File: src/rtl/cos_pkg.sv
package cos_pkg;
   localparam int         BUS_AW     = 3;
   localparam int         BUS_DW     = 8;
   localparam int         MAX_GROUPS = 6;
   localparam int         PEND_BIT   = 6;
   localparam logic [2:0] CTRL_OFF   = 3'd7;
   localparam logic [2:0] GAP_OFF    = 3'd3;

   // Group data skips offset 3; offset 7 is control/status.
   function automatic logic [2:0] grp_off(input int g);
      return (g < 3) ? 3'(g) : 3'(g + 1);
   endfunction
endpackage

File: src/rtl/cos_sync.sv
module cos_sync #(
   parameter int WIDTH  = 8,
   parameter int STAGES = 2
) (
   input  logic             clk,
   input  logic             rst_n,
   input  logic [WIDTH-1:0] d_in,
   output logic [WIDTH-1:0] d_sync,
   output logic [WIDTH-1:0] d_edge
);
   if (STAGES < 2) begin : g_bad_stages
      $error("cos_sync: STAGES must be at least 2");
   end
   if (WIDTH < 1) begin : g_bad_width
      $error("cos_sync: WIDTH must be positive");
   end

   logic [WIDTH-1:0] stg_q [STAGES];
   logic [WIDTH-1:0] prev_q;

   always_ff @(posedge clk or negedge rst_n) begin
      if (!rst_n) begin
         for (int i = 0; i < STAGES; i++) stg_q[i] <= '0;
         prev_q <= '0;
      end else begin
         stg_q[0] <= d_in;
         for (int i = 1; i < STAGES; i++) stg_q[i] <= stg_q[i-1];
         prev_q <= stg_q[STAGES-1];
      end
   end

   assign d_sync = stg_q[STAGES-1];
   assign d_edge = d_sync ^ prev_q;
endmodule

File: src/rtl/cos_status.sv
module cos_status #(
   parameter int GROUPS = 6
) (
   input  logic              clk,
   input  logic              rst_n,
   input  logic [GROUPS-1:0] grp_edge,
   input  logic              en_we,
   input  logic [GROUPS-1:0] en_wdata,
   input  logic              rd_clr,
   output logic [GROUPS-1:0] en_q,
   output logic [GROUPS-1:0] status_q
);
   logic [GROUPS-1:0] en_d;
   logic [GROUPS-1:0] status_d;

   always_comb begin
      en_d     = en_we ? en_wdata : en_q;
      status_d = ((rd_clr ? '0 : status_q) | (grp_edge & en_q)) & en_d;
   end

   always_ff @(posedge clk or negedge rst_n) begin
      if (!rst_n) begin
         en_q     <= '0;
         status_q <= '0;
      end else begin
         en_q     <= en_d;
         status_q <= status_d;
      end
   end

   assert_en_load_R3: assert property (@(posedge clk) disable iff (!rst_n)
      en_we |=> (en_q == $past(en_wdata)));
   assert_en_hold_R3: assert property (@(posedge clk) disable iff (!rst_n)
      !en_we |=> $stable(en_q));
   assert_clear_R7: assert property (@(posedge clk) disable iff (!rst_n)
      (rd_clr && !en_we && ((grp_edge & en_q) == '0)) |=> (status_q == '0));

   for (genvar g = 0; g < GROUPS; g++) begin : g_chk
      assert_disabled_quiet_R6: assert property (@(posedge clk) disable iff (!rst_n)
         !en_q[g] |=> !status_q[g]);
      assert_edge_latch_R5: assert property (@(posedge clk) disable iff (!rst_n)
         (grp_edge[g] && en_q[g] && !(en_we && !en_wdata[g])) |=> status_q[g]);
      assert_keep_on_read_R8: assert property (@(posedge clk) disable iff (!rst_n)
         (rd_clr && grp_edge[g] && en_q[g] && !en_we) |=> status_q[g]);
      assert_drop_disabled_R9: assert property (@(posedge clk) disable iff (!rst_n)
         (en_we && !en_wdata[g]) |=> !status_q[g]);
      assert_level_hold_R10: assert property (@(posedge clk) disable iff (!rst_n)
         (status_q[g] && !rd_clr && !(en_we && !en_wdata[g])) |=> status_q[g]);
   end
endmodule

File: src/rtl/cos_rd_mux.sv
module cos_rd_mux
   import cos_pkg::*;
#(
   parameter int GROUPS    = 6,
   parameter int GROUP_W   = 8,
   parameter bit GATE_IDLE = 1'b1
) (
   input  logic [BUS_AW-1:0]         addr,
   input  logic                      rd,
   input  logic [GROUPS*GROUP_W-1:0] grp_data,
   input  logic [GROUPS-1:0]         status,
   input  logic                      irq,
   output logic [BUS_DW-1:0]         rdata
);
   logic [BUS_DW-1:0] sel;

   always_comb begin
      sel = '0;
      if (addr == CTRL_OFF) begin
         sel[GROUPS-1:0] = status;
         sel[PEND_BIT]   = ~irq;
      end
      for (int g = 0; g < GROUPS; g++) begin
         if (addr == grp_off(g)) sel[GROUP_W-1:0] = grp_data[g*GROUP_W +: GROUP_W];
      end
   end

   if (GATE_IDLE) begin : g_gated
      assign rdata = rd ? sel : '0;
   end else begin : g_open
      assign rdata = sel;
   end
endmodule

File: src/rtl/cos_input_ctrl.sv
module cos_input_ctrl
   import cos_pkg::*;
#(
   parameter int GROUPS       = 6,
   parameter int GROUP_W      = 8,
   parameter int SYNC_STAGES  = 2,
   parameter bit GATE_IDLE_RD = 1'b1
) (
   input  logic                      clk,
   input  logic                      rst_n,
   input  logic [GROUPS*GROUP_W-1:0] din,
   input  logic [2:0]                bus_addr,
   input  logic                      bus_rd,
   input  logic                      bus_wr,
   input  logic [7:0]                bus_wdata,
   output logic [7:0]                bus_rdata,
   output logic                      irq
);
   localparam int NIN = GROUPS * GROUP_W;

   if (GROUPS < 1 || GROUPS > MAX_GROUPS) begin : g_bad_groups
      $error("cos_input_ctrl: GROUPS must be 1..6");
   end
   if (GROUP_W < 1 || GROUP_W > BUS_DW) begin : g_bad_gw
      $error("cos_input_ctrl: GROUP_W must be 1..8");
   end

   logic [NIN-1:0]    din_sync;
   logic [NIN-1:0]    din_edge;
   logic [GROUPS-1:0] grp_edge;
   logic [GROUPS-1:0] en_q;
   logic [GROUPS-1:0] status_q;
   logic              ctrl_sel;
   logic              unused_wbits;

   for (genvar g = 0; g < GROUPS; g++) begin : g_grp
      cos_sync #(.WIDTH(GROUP_W), .STAGES(SYNC_STAGES)) u_sync (
         .clk    (clk),
         .rst_n  (rst_n),
         .d_in   (din[g*GROUP_W +: GROUP_W]),
         .d_sync (din_sync[g*GROUP_W +: GROUP_W]),
         .d_edge (din_edge[g*GROUP_W +: GROUP_W])
      );
      assign grp_edge[g] = |din_edge[g*GROUP_W +: GROUP_W];
   end

   assign ctrl_sel     = (bus_addr == CTRL_OFF);
   assign unused_wbits = ^bus_wdata[BUS_DW-1:GROUPS];

   cos_status #(.GROUPS(GROUPS)) u_status (
      .clk      (clk),
      .rst_n    (rst_n),
      .grp_edge (grp_edge),
      .en_we    (bus_wr && ctrl_sel),
      .en_wdata (bus_wdata[GROUPS-1:0]),
      .rd_clr   (bus_rd && ctrl_sel),
      .en_q     (en_q),
      .status_q (status_q)
   );

   assign irq = |status_q;

   cos_rd_mux #(.GROUPS(GROUPS), .GROUP_W(GROUP_W), .GATE_IDLE(GATE_IDLE_RD)) u_mux (
      .addr     (bus_addr),
      .rd       (bus_rd),
      .grp_data (din_sync),
      .status   (status_q),
      .irq      (irq),
      .rdata    (bus_rdata)
   );

   assert_gap_zero_R2: assert property (@(posedge clk) disable iff (!rst_n)
      (bus_rd && bus_addr == GAP_OFF) |-> (bus_rdata == '0));
   assert_pend_flag_R7: assert property (@(posedge clk) disable iff (!rst_n)
      (bus_rd && ctrl_sel) |-> (bus_rdata[PEND_BIT] == !irq && !bus_rdata[7]));
   assert_irq_falls_R7: assert property (@(posedge clk) disable iff (!rst_n)
      (bus_rd && ctrl_sel && !bus_wr && ((grp_edge & en_q) == '0)) |=> !irq);
endmodule

File: config.mk
export PLATFORM = sky130hd
export DESIGN_NAME = cos_input_ctrl
export DESIGN_NICKNAME = d
export VERILOG_FILES = /design/src/rtl/cos_pkg.sv /design/src/rtl/cos_sync.sv /design/src/rtl/cos_status.sv /design/src/rtl/cos_rd_mux.sv /design/src/rtl/cos_input_ctrl.sv
export SDC_FILE = /design/constraint.sdc
export NUM_CORES = 1
export LEC_CHECK = 0
export ABC_AREA = 1
export CAP_MARGIN = 10
export CORE_MARGIN = 2
export CORE_UTILIZATION = 49
export CTS_BUF_LIST = sky130_fd_sc_hd__clkbuf_4 sky130_fd_sc_hd__clkbuf_8 sky130_fd_sc_hd__clkbuf_16
export DETAILED_ROUTE_END_ITERATION = 10
export HOLD_SLACK_MARGIN = 0.1
export PLACE_DENSITY_LB_ADDON = 0.2
export SYNTH_ARGS = -nofsm -noshare
export SYNTH_HDL_FRONTEND = slang
export SYNTH_SLANG_ARGS = --single-unit
export TNS_END_PERCENT = 10
File: constraint.sdc
create_clock -name clk -period 1.35 [get_ports clk]
set_clock_uncertainty 0.05 [all_clocks]
set_input_delay 0.27 -clock clk [delete_from_list [all_inputs] [get_ports clk]]
set_output_delay 0.27 -clock clk [all_outputs]
set_load 0.02 [all_outputs]
==> reports/results.ini, run 1 <==
[worst_setup_path]
cp-start-kind=flop
crit_path_max_fanout=2
critical_path_required_ns=1.03
timing.critical_path.to_type=output port
max_stage_delay_ns=0.40
crit_path_top_delay_cell=sky130_fd_sc_hd__dfrtp_1
critical_path.most_common_cell=sky130_fd_sc_hd__buf_6
cp_cell_sequence=buf_6 -> nand2_2 -> o21ai_1 -> nor2_1 -> nand4_1 -> nand2_1 -> inv_2 -> buf_6
path_class=reg -> out
cp_data_arrival_time_ns=1.61

[floorplan]
die_width_um=110
fp.coreArea_mm2=0.0109
io_pins=72
rows=38
fp.dieH_um=110
die-area_mm2=0.0122
floorplan.initialDensity_pct=50.6

[timing]
layout_min_cycle_time_ns=1.93
fin_tns_setup_ns=-4.66
layout_setup_ws_ns=-0.578
worstMarginPinSlew_ns=0.409
max_freq_ghz=0.519
final.period_utilization_pct=143
slew_viol_final=0
max_slew_margin_pct=72.7
fin_hold_ws_ns=0.232
report.final.hold_viol_count=0
unrepaired_setup_endpoints_after_global_routing=yes
final-setup-viol-count=9

[power_and_ir_drop]
largest_voltage_drop_on_the_vdd_net_mv=1.16
total_leakage_power_nw=3.78
power.density_mw_per_mm2=1480
report.power.total_mw=11.4

[clock_network]
clockRootBuffer=sky130_fd_sc_hd__clkbuf_16
clock_path_buffers=2
cts-buffers-inserted=17
clk_latency_ns=0.42
num_clock_sinks=156
htreeDepth=4
clk_transition_reported_paths_ns=0.06
tritoncts_clock_tree=yes

[place]
placed_cells_incl_taps=755
place.gp.congestion=0.903
port-buffer-count=69
dpl_cell_area_mm2=0.00690
hpwlAfterDp_um=8130
place_ws_ns=-1.29

[logic_synthesis]
synthesis.yosys.warnings=0
yosys.cell_types.count=24
synth_seq_area_share_pct=70.6
synth_nets=552
synthesis.instances=489
syn_area_per_cell_um2=11.3
synth.ff_latch_count=156
post_synth_instance_area_mm2=0.00553

[detailed_routing]
wl_per_cell_um=14.4
drt_iter0_drc=200
antenna_left=0
post-route-drc-count=0
drt-pass1-iter-count=4
routed_wirelength_um=11500
vias=3735
drt-vias-per-instance=4.69

[global_routing]
first_global_vias=3875
global_route_wire_length_before_repair_um=18500
grt_antenna_before_repair=0
total_overflow_reported_by_the_global_router=0
maximum_number_of_pins_on_one_net_before_global_route_repair=40
grtUsageTotal_pct=21.1

[job]
drv_cap=0

[layout]
final_design_area_no_fill_mm2=0.00772
syn2layout_area_growth_pct=39.7
finish.utilization_pct=70.6
final-instance-count-excl-fill=797
nNetsFinal=708
insertedDiodeCount=0
post_route_cells_drive_above_1_share_pct=27.1

[min_path]
worst_min_delay_path_class=in -> reg

[outcome]
run_status=finished, violations left
failing_checks=negative setup slack

## layer usage
metal	up-vias	share of wire, %	wire (µm)	GRT usage, %
li1	1804	-	-	-
met1	1817	41	4700	25.1
met2	95	53	6050	35.3
met3	19	4.5	515	7.41
met4	0	2.0	228	8.04
met5	-	0	0	0
## cells in the final DEF (no fill, tap or decap), types with 4 or more instances in the layout
| master | n |
|---|---|
| sky130_fd_sc_hd__nor2_2 | 7 |
| sky130_fd_sc_hd__nand3_1 | 10 |
| sky130_fd_sc_hd__inv_1 | 68 |
| sky130_fd_sc_hd__nor2_1 | 30 |
| sky130_fd_sc_hd__nand2_2 | 10 |
| sky130_fd_sc_hd__inv_2 | 6 |
| sky130_fd_sc_hd__bufinv_16 | 4 |
| sky130_fd_sc_hd__a21oi_2 | 5 |
| sky130_fd_sc_hd__or2_2 | 8 |
| sky130_fd_sc_hd__buf_4 | 64 |
| sky130_fd_sc_hd__o21ai_2 | 10 |
| sky130_fd_sc_hd__buf_6 | 11 |
| sky130_fd_sc_hd__xnor2_1 | 19 |
| sky130_fd_sc_hd__clkdlybuf4s50_1 | 56 |
| sky130_fd_sc_hd__clkinv_4 | 4 |
| sky130_fd_sc_hd__dfrtp_1 | 156 |
| sky130_fd_sc_hd__nand4_1 | 16 |
| sky130_fd_sc_hd__buf_12 | 4 |
| sky130_fd_sc_hd__o21ai_0 | 5 |
| sky130_fd_sc_hd__clkbuf_16 | 17 |
| sky130_fd_sc_hd__nand2_1 | 109 |
## cells by family (layout without fill, tap and decap cells)
family                    count (synthesis)  in the layout  synth area share (%)
and+or+nand+nor                         201            201                  16.5
xor gates and xnor gates                 22             22                  3.48
AOI/OAI and AO/OA                        30             30                  3.60
buffers and inverters                    80            248                  5.88
DFF                                     156            156                  70.6
## synth_stat cells, drive strengths merged
cell / instances / area, µm²
nor3: 2 / 32.5
o21ai: 17 / 111
nand2: 123 / 489
nand4: 16 / 100
dfrtp: 156 / 3900
or2: 8 / 50.1
a31oi: 2 / 12.5
inv: 76 / 288
a21oi: 9 / 60.1
xnor2: 22 / 193
nand3: 12 / 65.1
o211ai: 2 / 15.0
nor2: 40 / 174
buf: 4 / 37.5
## area by class of cell
type                       instances  area, µm²
clock inverter                    12        188
timing repair buffer             141       1290
sequential                       156       3900
clock buffer                      19        440
inverter                          76        290
fill                             785       3210
multi-input combinational        253       1440
tap                              140        175
## flip-flops by register name (all words and copies together) (netlist names)
name	flops
u_status.status_q	6
g_grp.u_sync.stg_q	48
u_status.en_q	6
g_grp.u_sync.d_sync	48
g_grp.u_sync.prev_q	48
## power breakdown
group          internal, mW  switching [mW]
clock network          3.14            1.82
registers              4.98           0.187
logic                 0.676           0.606
## critical path: cells and delay by family (launching register included)
| kind | cells | cell delay [ns] |
|---|---|---|
| and+or+nand+nor | 4 | 0.42 |
| buffers and inverters | 3 | 0.29 |
| DFF | 1 | 0.40 |
| AOI/OAI and AO/OA | 1 | 0.07 |
## path summary, 6_finish.rpt
check	from	endpoint	slack, ns	cells past startpoint
max reg2reg	g_grp[5].u_sync.d_sync[7]	u_status.status_q[5]	0.04	7
max	u_status.status_q[2]	bus_rdata[2]	-0.58	8
max in group asynchronous	rst_n	g_grp[4].u_sync.prev_q[6]	0.44	3
min in group asynchronous	rst_n	g_grp[1].u_sync.d_sync[6]	0.29	2
min	din[23]	g_grp[2].u_sync.stg_q[15]	0.23	1
min reg2reg	g_grp[2].u_sync.stg_q[13]	g_grp[2].u_sync.d_sync[5]	0.29	0
## timing repair
item                       CTS  global route
setup buffers                6             4
gates resized for setup     59            37
setup endpoints to repair   21            20
hold buffers                 1             0
hold endpoints to repair   156             0
pin swaps                    6            14
No activity file was read; power rests on OpenSTA's default activity.
==> run 2, diff against run 1 <==
--- a/config.mk
+++ b/config.mk
@@ -10,6 +10,7 @@
 export CORE_MARGIN = 2
 export CORE_UTILIZATION = 49
 export CTS_BUF_LIST = sky130_fd_sc_hd__clkbuf_4 sky130_fd_sc_hd__clkbuf_8 sky130_fd_sc_hd__clkbuf_16
+export CTS_CLUSTER_DIAMETER = 120
 export DETAILED_ROUTE_END_ITERATION = 10
 export HOLD_SLACK_MARGIN = 0.1
 export PLACE_DENSITY_LB_ADDON = 0.2
==> results of run 2 <==
No change in the layout: final DEF, timing and power equal those of run 1.
